$ cat config.mk
export PLATFORM = sky130hd
export DESIGN_NAME = pwr_standby_ctrl
export DESIGN_NICKNAME = d
export VERILOG_FILES = /design/src/rtl/pwr_standby_pkg.sv /design/src/rtl/pwr_stab_timer.sv /design/src/rtl/pwr_seq_fsm.sv /design/src/rtl/pwr_wake_gate.sv /design/src/rtl/pwr_standby_ctrl.sv
export SDC_FILE = /design/constraint.sdc
export NUM_CORES = 1
export LEC_CHECK = 0
export ABC_CLOCK_PERIOD_IN_PS = 1900
export BUFFER_PORTS_ARGS = -buffer_cell sky130_fd_sc_hd__buf_2
export CELL_PAD_IN_SITES_DETAIL_PLACEMENT = 0
export CELL_PAD_IN_SITES_GLOBAL_PLACEMENT = 1
export CORE_MARGIN = 4
export CORE_UTILIZATION = 38
export DETAILED_ROUTE_END_ITERATION = 8
export GPL_TIMING_DRIVEN = 0
export PLACE_DENSITY_LB_ADDON = 0.1
export SYNTH_ARGS = -nofsm -noshare
export SYNTH_HDL_FRONTEND = slang
export SYNTH_HIERARCHICAL = 1
export SYNTH_SLANG_ARGS = --single-unit
$ cat constraint.sdc
create_clock -name clk -period 1.9 [get_ports clk]
set_clock_uncertainty 0.15 [all_clocks]
set_input_delay 0.095 -clock clk [delete_from_list [all_inputs] [get_ports clk]]
set_output_delay 0.095 -clock clk [all_outputs]
set_load 0.01 [all_outputs]
$ cat src/rtl/pwr_standby_pkg.sv
package pwr_standby_pkg;
   typedef enum logic [1:0] {
      PS_RUN   = 2'd0,
      PS_HALT  = 2'd1,
      PS_SLEEP = 2'd2,
      PS_STAB  = 2'd3
   } pwr_state_e;
endpackage

$ cat src/rtl/pwr_stab_timer.sv
module pwr_stab_timer #(
   parameter int SLOW_CYC = 128,
   parameter int FAST_CYC = 512,
   parameter int CNT_W    = 9
) (
   input  logic clk,
   input  logic rst_n,
   input  logic capture_sel,
   input  logic sel_fast_in,
   input  logic load,
   input  logic run,
   output logic wait_done
);
   logic             sel_q;
   logic [CNT_W-1:0] cnt_q;
   logic [CNT_W-1:0] preload;

   // Oscillator choice captured at sleep entry only.
   always_ff @(posedge clk or negedge rst_n) begin
      if (!rst_n)           sel_q <= 1'b0;
      else if (capture_sel) sel_q <= sel_fast_in;
   end

   generate
      if (SLOW_CYC == FAST_CYC) begin : g_single_len
         assign preload = CNT_W'(SLOW_CYC - 1);
      end else begin : g_dual_len
         assign preload = sel_q ? CNT_W'(FAST_CYC - 1) : CNT_W'(SLOW_CYC - 1);
      end
   endgenerate

   always_ff @(posedge clk or negedge rst_n) begin
      if (!rst_n)                       cnt_q <= '0;
      else if (load)                    cnt_q <= preload;
      else if (run && cnt_q != '0)      cnt_q <= cnt_q - 1'b1;
   end

   assign wait_done = (cnt_q == '0);

   // the counter steps down by one every cycle of the wait.
   p_count_step_r6: assert property (@(posedge clk) disable iff (!rst_n)
      (run && !load && cnt_q != '0) |=> (cnt_q == $past(cnt_q) - 1'b1));

   // the captured selection holds except on the entry edge.
   p_sel_hold_r7: assert property (@(posedge clk) disable iff (!rst_n)
      (!capture_sel) |=> $stable(sel_q));
endmodule

$ cat src/rtl/pwr_seq_fsm.sv
module pwr_seq_fsm
   import pwr_standby_pkg::*;
(
   input  logic       clk,
   input  logic       rst_n,
   input  logic       halt_cmd,
   input  logic       sleep_cmd,
   input  logic       wake_halt,
   input  logic       wake_sleep,
   input  logic       wait_done,
   output pwr_state_e state_q,
   output logic       resume_q
);
   pwr_state_e state_d;
   logic       resume_d;

   always_comb begin
      state_d  = state_q;
      resume_d = 1'b0;
      unique case (state_q)
         PS_RUN: begin
            if (sleep_cmd)     state_d = PS_SLEEP;
            else if (halt_cmd) state_d = PS_HALT;
         end
         PS_HALT: begin
            if (wake_halt) begin
               state_d  = PS_RUN;
               resume_d = 1'b1;
            end
         end
         PS_SLEEP: begin
            if (wake_sleep) state_d = PS_STAB;
         end
         PS_STAB: begin
            if (wait_done) begin
               state_d  = PS_RUN;
               resume_d = 1'b1;
            end
         end
         default: state_d = PS_RUN;
      endcase
   end

   always_ff @(posedge clk or negedge rst_n) begin
      if (!rst_n) begin
         state_q  <= PS_RUN;
         resume_q <= 1'b0;
      end else begin
         state_q  <= state_d;
         resume_q <= resume_d;
      end
   end

   // sleep is left only through a port wake.
   p_sleep_hold_r5: assert property (@(posedge clk) disable iff (!rst_n)
      (state_q == PS_SLEEP && !wake_sleep) |=> (state_q == PS_SLEEP));

   // the resume pulse lasts one cycle.
   p_pulse_single_r11: assert property (@(posedge clk) disable iff (!rst_n)
      resume_q |=> !resume_q);

   // a resume pulse only appears once back in run.
   p_pulse_in_run_r8: assert property (@(posedge clk) disable iff (!rst_n)
      resume_q |-> (state_q == PS_RUN));

   // commands outside run do not move the block.
   p_halt_hold_r10: assert property (@(posedge clk) disable iff (!rst_n)
      (state_q == PS_HALT && !wake_halt) |=> (state_q == PS_HALT));
endmodule

$ cat src/rtl/pwr_wake_gate.sv
module pwr_wake_gate
   import pwr_standby_pkg::*;
#(
   parameter bit PORT_WAKES_HALT = 1'b1
) (
   input  pwr_state_e state,
   input  logic       irq_any,
   input  logic       irq_port,
   output logic       wake_halt,
   output logic       wake_sleep,
   output logic       cpu_clk_en,
   output logic       periph_clk_en
);
   generate
      if (PORT_WAKES_HALT) begin : g_halt_wake_both
         assign wake_halt = irq_any | irq_port;
      end else begin : g_halt_wake_any
         assign wake_halt = irq_any;
      end
   endgenerate

   assign wake_sleep    = irq_port;
   assign cpu_clk_en    = (state == PS_RUN);
   assign periph_clk_en = (state == PS_RUN) || (state == PS_HALT);
endmodule

$ cat src/rtl/pwr_standby_ctrl.sv
module pwr_standby_ctrl
   import pwr_standby_pkg::*;
#(
   parameter int SLOW_WAIT  = 128,
   parameter int FAST_WAIT  = 512,
   parameter int EXTRA_WAIT = 0
) (
   input  logic clk,
   input  logic rst_n,
   input  logic halt_cmd,
   input  logic sleep_cmd,
   input  logic irq_any,
   input  logic irq_port,
   input  logic clk_sel_fast,
   output logic cpu_clk_en,
   output logic periph_clk_en,
   output logic resume_pulse
);
   localparam int SLOW_TOT = SLOW_WAIT + EXTRA_WAIT;
   localparam int FAST_TOT = FAST_WAIT + EXTRA_WAIT;
   localparam int MAX_TOT  = (SLOW_TOT > FAST_TOT) ? SLOW_TOT : FAST_TOT;
   localparam int CNT_W    = (MAX_TOT > 1) ? $clog2(MAX_TOT) : 1;

   generate
      if (SLOW_WAIT < 1 || FAST_WAIT < 1) begin : g_bad_wait
         $error("stabilization waits must be at least one cycle");
      end
      if (EXTRA_WAIT < 0) begin : g_bad_extra
         $error("extra wait must not be negative");
      end
   endgenerate

   pwr_state_e state;
   logic       wake_halt, wake_sleep, wait_done;
   logic       enter_sleep, start_wait, in_wait;

   assign enter_sleep = (state == PS_RUN) && sleep_cmd;
   assign start_wait  = (state == PS_SLEEP) && wake_sleep;
   assign in_wait     = (state == PS_STAB);

   pwr_wake_gate #(.PORT_WAKES_HALT(1'b1)) u_gate (
      .state         (state),
      .irq_any       (irq_any),
      .irq_port      (irq_port),
      .wake_halt     (wake_halt),
      .wake_sleep    (wake_sleep),
      .cpu_clk_en    (cpu_clk_en),
      .periph_clk_en (periph_clk_en)
   );

   pwr_stab_timer #(.SLOW_CYC(SLOW_TOT), .FAST_CYC(FAST_TOT), .CNT_W(CNT_W)) u_timer (
      .clk         (clk),
      .rst_n       (rst_n),
      .capture_sel (enter_sleep),
      .sel_fast_in (clk_sel_fast),
      .load        (start_wait),
      .run         (in_wait),
      .wait_done   (wait_done)
   );

   pwr_seq_fsm u_fsm (
      .clk        (clk),
      .rst_n      (rst_n),
      .halt_cmd   (halt_cmd),
      .sleep_cmd  (sleep_cmd),
      .wake_halt  (wake_halt),
      .wake_sleep (wake_sleep),
      .wait_done  (wait_done),
      .state_q    (state),
      .resume_q   (resume_pulse)
   );

   // a halt wake yields run plus a resume pulse one edge later.
   p_halt_wake_r3: assert property (@(posedge clk) disable iff (!rst_n)
      (state == PS_HALT && (irq_any || irq_port)) |=> (resume_pulse && cpu_clk_en));

   // the CPU clock never runs without the peripheral clock.
   p_enable_order_r2: assert property (@(posedge clk) disable iff (!rst_n)
      cpu_clk_en |-> periph_clk_en);

   // the wait starts one edge after a port wake in sleep.
   p_wait_start_r6: assert property (@(posedge clk) disable iff (!rst_n)
      start_wait |=> (!periph_clk_en && !cpu_clk_en));

   // sleep entry takes precedence over halt.
   p_sleep_prio_r4: assert property (@(posedge clk) disable iff (!rst_n)
      (state == PS_RUN && sleep_cmd) |=> !periph_clk_en);
endmodule

Word level (Yosys, flattened, before mapping)
Index checks and enable logic that the tools add are counted.
{ "op_classes": {"bitwise_logic": 1, "add_sub_neg": 1, "eq_ne": 7, "n_shift": 0, "n_mul": 0, "reduce_logical": 9, "n_lt_le_gt_ge": 0, "div": 0, "n_mux": 12} }
{ "op_table": {"columns": ["cell", "count"], "rows": [
  ["two-way mux 9 bit", 3],
  ["two-way mux 2 bit", 5],
  ["logical NOT 9 bit", 1],
  ["nonzero test 9 bit", 1],
  ["subtractor 9 x 1 -> 9 bit (second input constant)", 1],
  ["one-hot mux 2 bit (4 select lines)", 1],
  ["== test 2 bit (second input constant)", 2],
  ["inequality test 2 x 1 -> 1 bit (second input constant)", 2],
  ["AND reduction 4 bit", 1],
  ["logical AND 1 bit", 3],
  ["inequality test 3 bit (second input constant)", 1],
  ["== test 2 x 1 -> 1 bit (second input constant)", 1],
  ["logical NOT 2 bit", 1],
  ["two-way mux 1 bit", 2],
  ["inequality test 2 bit (second input constant)", 1],
  ["one-hot mux 1 bit (2 select lines)", 1],
  ["nonzero test 2 bit", 1],
  ["logical OR 1 bit", 1],
  ["bitwise OR 1 bit", 1]
]} }
{ "word_totals": {"ff_bits": 13, "mem_count": 0, "romBits": 0, "out_inout_bits": 3, "ramBits": 0, "latchBits": 0} }

Depth between registers and ports, before layout
Gate-level depths: netlist of run 1.
{ "logic_depth": {"ltp_word": 4, "depth_mapped": 7, "mapped_depth_nobuf": 7} }

Modules after synthesis
The synthesis of run 1 kept the hierarchy.
{ "by_module_without_submodules": {"columns": ["module", "n_inst", "area_per_inst_um2", "cells_each"], "rows": [
  ["pwr_stab_timer", 1, 575.6, 57],
  ["pwr_seq_fsm", 1, 142.6, 12],
  ["pwr_standby_ctrl", 1, 28.8, 3],
  ["pwr_wake_gate", 1, 21.3, 4]
]} }

Least setup slack after synthesis of run 1
No wires, ideal clock.
{ "synth_path": {"kind": "register to register", "start": "register u_timer.cnt_q[0]", "end": "register u_fsm.state_q[0]", "arrival_ns": 1.534, "setup_slack_ns": 0.086, "stages_incl_launch_ff": 8, "path_buffers": 0, "path_cell_list": "dfrtp_1 > inv_1 > ha_1 > or4b_4 > nor2_1 > nand2_1 > o211ai_1 > o31ai_2"} }
{ "synth_between": {"elab_chain_cells": 3} }
{ "synth_rtl": {"columns": ["item", "line", "rtl"], "rows": [
  ["start, declared", "pwr_stab_timer.sv:15", "logic [CNT_W-1:0] cnt_q;"],
  ["start signal, assigned", "pwr_stab_timer.sv:34", "else if (load) cnt_q <= preload;"],
  ["start signal, assigned", "pwr_stab_timer.sv:35", "else if (run && cnt_q != '0) cnt_q <= cnt_q - 1'b1;"],
  ["logical NOT 9 bit", "pwr_stab_timer.sv:38", "assign wait_done = (cnt_q == '0);"],
  ["via wait_done", "pwr_standby_ctrl.sv:34", "logic wake_halt, wake_sleep, wait_done;"],
  ["inequality test 2 x 1 -> 1 bit (no source line)", null, null],
  ["AND reduction 4 bit (no source line)", null, null],
  ["end signal, assigned", "pwr_seq_fsm.sv:49", "state_q <= state_d;"],
  ["end, declared", "pwr_seq_fsm.sv:11", "output pwr_state_e state_q,"]
]} }
The timed path passes the listed nets, and every way through them passes these cells.
A chain may end at the register's enable or synchronous reset.

Worst setup path in the final report of run 1
{ "layout_path": {"start": "register u_fsm.state_q[0]", "end": "register u_timer.cnt_q[7]"} }
{ "layout_between": {"elab_chain_cells": 3, "elab_cells_between_ends": 6, "cone_classes": "eq/ne (2); mux (1); reduce/logical (3)"} }
{ "layout_rtl": {"columns": ["item", "line", "rtl"], "rows": [
  ["== test 2 bit", "pwr_standby_ctrl.sv:39", "assign in_wait = (state == PS_STAB);"],
  ["via in_wait", "pwr_standby_ctrl.sv:35", "logic enter_sleep, start_wait, in_wait;"],
  ["logical AND 1 bit", "pwr_stab_timer.sv:35", null],
  ["nonzero test 2 bit (no source line)", null, null]
]} }
The timed path passes the listed nets, and every way through them passes these cells.

==> impl_metrics.tcl, run 1 <==
set metrics [dict create \
    yosys_warnings 6 \
    grt_max_degree 14 \
    syn_area_per_cell_um2 10.11 \
    m1WireLength_um 785 \
    netlist_instances 76 \
    area_delta_synth_final_pct 24.92 \
    clk_pin_slew_ns 0.09 \
    cts_root_buffer "clkbuf_4" \
    cp_num_buf_inv 0 \
    critPathMaxFanout 9 \
    start_util 0.3956 \
    globalplace.congestion 0.7128 \
    cp-start-kind "flip-flop" \
    htreeDepth 1 \
    clk_path_buf_depth 2 \
    hold_depth 4 \
    cpPeakStageDelay_ns 0.46 \
    place_ws_ns -0.06066 \
    slowest_stage "dfrtp_2" \
    numCtsBuffers 3 \
    r2r_cells 4 \
    path_cells "and2_2 -> or3b_4 -> or3_1 -> o211ai_1" \
    cts_tree "yes" \
    synthTopCellsByArea "dfrtp_1, mux2i_1, nor2b_1, nor2_1, o211ai_1" \
    dr.first_iter.drc_count 15 \
    hold_path_class "input port to flip-flop" \
    pin_count 10 \
    timing.rr.start "u_fsm/state_q[0]" \
    power_density_nw_per_um2 1086 \
    drv_slew 0 \
    synth_edf_count 0 \
    layout_setup_ws_ns 0.08206 \
    antenna_cells 0 \
    vias_per_cell 5.331 \
    wl_per_cell_um 13.32 \
    fin_crit_sh 0.9568 \
    hold_violations 0 \
    syn_area_um2 768.2 \
    final_cell_count_no_fill 124 \
    nNetsFinal 106 \
    rows 16 \
    p_total_mw 1.042 \
    hold_path.startpoint "irq_port" \
    first_pass_iters 4 \
    ir_worst_vdd_mv 0.4894 \
    grt_pass1_wl_mm 2.760 \
    drv_cap 0 \
    min_period_ns 1.818 \
    cp.required_ns 1.95 \
    clk_latency_ns 0.28 \
    wl_met2_um 799 \
    die_height_um 52.97 \
    drive_gt1_frac 0.3814 \
    port_buffers 9 \
    r2r_end "u_timer/cnt_q[7]" \
    tightest_slew_ns 0.4819 \
    ant_nets 0 \
    path_class "flip-flop to flip-flop" \
    dp.cells 112 \
    yosys.area.top_type "dfrtp_1" \
    p_leak_nw 0.3983 \
    syn-num-nets 84 \
    ys_async_sr_fraction 1.000 \
    drt-total-wl_mm 1.652 \
    vias 661 \
    core_um2 1942 \
    final_util 0.4942 \
    critPathCaptureType "flip-flop" \
    grt_pass1_vias 622 \
    remaining_drc_errors 0 \
    antenna_found_initial 0 \
    cpLargestDelayFamily "simple AND/OR/NAND/NOR gates" \
    status "complete, no violations" \
    synth.distinct_cells 34 \
    cp.arrival_ns 1.87 \
    ys_ff_latch 13 \
    max_slew_margin 0.6742 \
    synth_top_area_share 0.4235 \
    dp_hpwl_mm 1.117 \
    ys_seq_area_frac 0.4235 \
    routed.top_layer "met4" \
    fmax_mhz 550.1 \
    startpoint "u_fsm/state_q[0]" \
    min_to "u_fsm/state_q[0]" \
    grt-ovfl-total 0 \
    fp.dieArea_um2 2805 \
    setup_violations 0 \
    rsz0062_at_grt "true" \
    grt_usage 0.1382 \
    wl_met3_um 53 \
    r2r_setup_slack_ns 0.08 \
    die_x_um 52.97 \
    ys_dominant_reg_cell "dfrtp_1" \
    cts.sinks 13 \
]
[power breakdown]
group / internal [mW] / leakage (nW) / switching, mW / total, mW
registers: 0.377 / 0.143 / 0.127 / 0.505
clock network: 0.0813 / 0.0150 / 0.0952 / 0.176
logic: 0.185 / 0.240 / 0.176 / 0.361
total: 0.644 / 0.398 / 0.398 / 1.04
[cells in the mapped netlist, types with 2 or more instances]
library cell,instances
dfrtp_1,13
nor2_1,8
inv_1,6
mux2i_1,6
nor2b_1,5
o211ai_1,4
nand2_1,3
o21ai_0,2
o31ai_1,2
or3_1,2
or4_1,2
[cell usage in the layout, fill, tap and decap left out, types with 3 or more instances in the layout]
cell	n
dfrtp_1	11
buf_2	9
buf_4	7
nor2_1	7
mux2i_1	6
nor2b_1	5
inv_1	5
o211ai_1	4
clkbuf_4	3
[what timing repair did]
action,4_1_cts,5_1_grt
hold buffers,2,0
pin swaps,0,2
gates resized for setup,4,6
setup buffers,1,5
hold endpoints to repair,14,0
setup endpoints to repair,3,6
[worst max-delay path by stage]
stage	cells past startpoint	end	slack, ns
6_report	4	u_timer/cnt_q[7]	0.08
3_5_place_dp	7	u_fsm/state_q[0]	-0.06
4_1_cts	7	u_fsm/state_q[0]	0.01
3_3_place_gp	7	u_fsm/state_q[0]	-0.08
5_1_grt	5	u_timer/cnt_q[0]	-0.01
2_1_floorplan	7	u_fsm/state_q[0]	0.09
[cells by family (layout without fill, tap and decap cells)]
logic type,count (synthesis),in the layout,share of synthesized area
multiplexers,7,7,0.09284
flip-flops,13,13,0.4235
buffers and inverters,8,29,0.04397
AND/OR/NAND/NOR,31,31,0.2557
AO/OA/AOI/OAI,16,16,0.1677
adder cells (fa/ha/maj),1,1,0.01628
[routing by layer]
metal | vias to the layer above | GRT usage
li1 | 322 | -
met1 | 326 | 0.1802
met2 | 11 | 0.2128
met3 | 2 | 0.03380
met4 | 0 | 0.06383
met5 | - | 0
[registers in the layout (all words and copies together) (netlist names)]
register / cells
u_timer/cnt_q: 9
u_fsm/state_q: 2
u_fsm/resume_q: 1
u_timer/sel_q: 1
[metrics by stage]
step	instance area (um2)	setup TNS, ns	hold slack, ns
finish	959.7	0	0.02968
global route	959.7	-0.01626	0.04586
CTS	910.9	0	0.02758
detailed placement	847.1	-0.09371	-0.1390
global placement	847.1	-0.09996	-0.1421
floorplan	768.2	0	-0.3506
[tightest hold or removal path: stages]
cell	delay, ns
buf_2	0.08
buf_4	0.10
o211ai_1	0.09
o31ai_2	0.06
[cell type report]
type / instances / area (um2)
timing repair buffer: 17 / 110.1
inverter: 6 / 22.52
tap: 27 / 33.78
clock buffer: 4 / 26.28
buffer: 2 / 12.51
multi-input combinational: 55 / 426.7
sequential: 13 / 327.8
fill: 204 / 982.2
(Power assumes the default switching activity.)
==> inputs of run 2 (changes only) <==
Settings changed: CORE_UTILIZATION 38 to 37, MAX_ROUTING_LAYER set to met4, SYNTH_HIERARCHICAL 1 to not set.
==> run 2 against run 1 <==
The flow now finishes with violations (negative hold slack, negative setup slack); cell area up 0.78%; utilization up 6.0 points; synthesized area down 9.8%; sequential share of layout area down 0.52 points; critical path depth unchanged; first-iteration DRC count down 87%; hold slack worse by 0.038 ns; setup slack worse by 0.16 ns; total power up 15%.
==> impl_metrics.tcl, run 2 <==
set metrics [dict create \
    grt_max_degree 14 \
    largest_reg_flops 9 \
    clk_pin_slew_ns 0.09 \
    vias_per_cell 5.057 \
    cts_tree "yes" \
    cp.required_ns 1.96 \
    final_util 0.5541 \
    yosys.area.top_type "dfrtp_1" \
    drt-total-wl_mm 1.552 \
    htreeDepth 1 \
    dp.cells 103 \
    ys_seq_area_frac 0.4693 \
    switching_share 0.3796 \
    hold_path_class "input port to flip-flop" \
    synth_edf_count 0 \
    hold_ws_ns -0.008704 \
    p_leak_nw 0.4196 \
    ir_worst_vdd_mv 0.5946 \
    crit_top_cell "or4_4" \
    numCtsBuffers 3 \
    layout_setup_ws_ns -0.07761 \
    fmax_mhz 505.7 \
    final_common_cell "dfrtp_1" \
    violations "negative hold slack, negative setup slack" \
    yosys_warnings 0 \
    cp.arrival_ns 2.04 \
    min_period_ns 1.978 \
    clk_latency_ns 0.28 \
    netlist_instances 69 \
    setup_violations 5 \
    final_cell_count_no_fill 123 \
    hold_violations 1 \
    slowest_stage "or4_4" \
    ant_nets 0 \
    drv_slew 0 \
    stdcell_area_um2 967.2 \
    synth_commonest_cells "dfrtp_1, nor2_1, nand2_1, nand3_1" \
    syn_area_um2 693.2 \
    cts.sinks 13 \
    placed_area_um2 772.0 \
    final_cell_mix "dfrtp_1, buf_2, buf_4, nor2_1, dlygate4sd3_1" \
    p_total_mw 1.197 \
    core_um2 1745 \
    max_slew_margin 0.7883 \
    globalplace.congestion 0.7288 \
    start_util 0.3971 \
    path_cells "or4_4 -> or4_4 -> nand4_1 -> mux2i_1" \
    path_class "flip-flop to flip-flop" \
    ys_dominant_reg_cell "dfrtp_1" \
    fp.dieArea_um2 2630 \
    rows 15 \
    p_comb_frac 0.468 \
    clk_path_buf_depth 2 \
    fin_crit_sh 1.041 \
    power_density_nw_per_um2 1237 \
    syn-num-nets 77 \
    area_delta_synth_final_pct 39.53 \
    ys_async_sr_fraction 1.000 \
    die_height_um 51.29 \
    pin_count 10 \
    grt_pass1_vias 589 \
    clkPwrFrac 0.151 \
    r2r_setup_slack_ns -0.08 \
    wl_per_cell_um 12.62 \
    die_x_um 51.29 \
    vias 622 \
    rsz0062_at_grt "true" \
    first_pass_iters 4 \
    p_switching_mw 0.4543 \
    antenna_cells 0 \
    tightest_slew_ns 0.3176 \
    synthTopCellsByArea "dfrtp_1, or4_4, mux2i_1, nor2_1, o31ai_1" \
    drive_gt1_frac 0.4082 \
    largestRegisters "u_timer.cnt_q (9), u_fsm.state_q (2)" \
    grt_pass1_wl_mm 2.635 \
    critPathMaxFanout 5 \
    dp_hpwl_mm 1.009 \
    ys_ff_latch 13 \
    synth.distinct_cells 29 \
    synth_top_area_share 0.4693 \
    grt-ovfl-total 0 \
    nNetsFinal 107 \
    antenna_found_initial 0 \
    status "finished with violations" \
    internal_power_mw 0.7425 \
    synth_most_common_cell "dfrtp_1" \
    seq_power_share 0.381 \
    dr.first_iter.drc_count 2 \
    syn_area_per_cell_um2 10.05 \
    cts_root_buffer "clkbuf_4" \
    drv_cap 0 \
    remaining_drc_errors 0 \
    port_buffers 9 \
    cp-start-kind "flip-flop" \
    top_register "u_timer.cnt_q" \
    cpPeakStageDelay_ns 0.56 \
    critPathCaptureType "flip-flop" \
    grt_usage 0.1384 \
]
## run 2: metrics by stage
| stage | TNS [ns] | setup WS, ns | hold slack [ns] |
|---|---|---|---|
| 2_1_floorplan | 0 | 0.009559 | -0.3506 |
| 3_5_place_dp | -0.4507 | -0.1062 | -0.1436 |
| 4_1_cts | -0.5004 | -0.09759 | 0.01363 |
| 3_3_place_gp | -0.3408 | -0.09861 | -0.1458 |
| 5_1_grt | -0.8036 | -0.1493 | 0.003821 |
| 6_report | -0.2413 | -0.07761 | -0.008704 |
## run 2: routing by layer
layer  GRT usage  part of all wire
met1      0.1848              0.50
met2      0.2082              0.45
met3     0.02624             0.028
met4     0.05240             0.019
met5           -                 0
## run 2: final cells by class
type,instances,area [um2]
Timing Repair Buffer,25,185.2
Clock buffer,4,26.28
Multi-Input combinational cell,50,369.1
Tap cell,25,31.28
Fill cell,174,778.2
Buffer,3,18.77
Sequential cell,13,325.3
Inverter,3,11.26
## run 2: worst max-delay path: cells and delay by family, from the launching register on
family / cells / cell delay, ns
flip-flops: 1 / 0.40
multiplexers: 1 / 0.19
AND/OR/NAND/NOR: 3 / 1.17
## run 2: cell families (layout without fill, tap and decap cells)
logic type,count (synthesis),count (layout),synth area share
compound gates,11,11,0.1011
fa+ha+maj,1,1,0.01805
buf+inv,6,35,0.03970
flops,13,13,0.4693
mux,4,4,0.05957
simple gates,34,34,0.3123
## run 2: power groups by stage
stage | combinational [mW] | sequential, mW | clock, mW
floorplan | 0.325 | 0.454 | 0
global placement | 0.424 | 0.463 | 0
detailed placement | 0.428 | 0.467 | 0
CTS | 0.512 | 0.452 | 0.184
global route | 0.630 | 0.477 | 0.190
finish | 0.560 | 0.456 | 0.180
## run 2: timing repair
action | 4_1_cts | 5_1_grt
resized for setup | 4 | 8
hold buffers | 6 | 0
endpoints found under the setup margin | 9 | 12
hold endpoints to repair | 16 | 0
pin swaps | 4 | 5
buffers inserted | 5 | 5
cloned | 0 | 1
## run 2: worst paths after layout
| check | start | endpoint | cells after the start |
|---|---|---|---|
| max in group asynchronous | rst_n | u_fsm.state_q[0] | 2 |
| worst max register to register | u_timer.cnt_q[6] | u_timer.cnt_q[2] | 4 |
| worst min-delay path | irq_any | u_fsm.resume_q | 3 |
| worst max-delay path | u_timer.cnt_q[6] | u_timer.cnt_q[2] | 4 |
| min in group asynchronous | rst_n | u_timer.cnt_q[6] | 2 |
| worst min register to register | u_timer.cnt_q[2] | u_timer.cnt_q[2] | 1 |
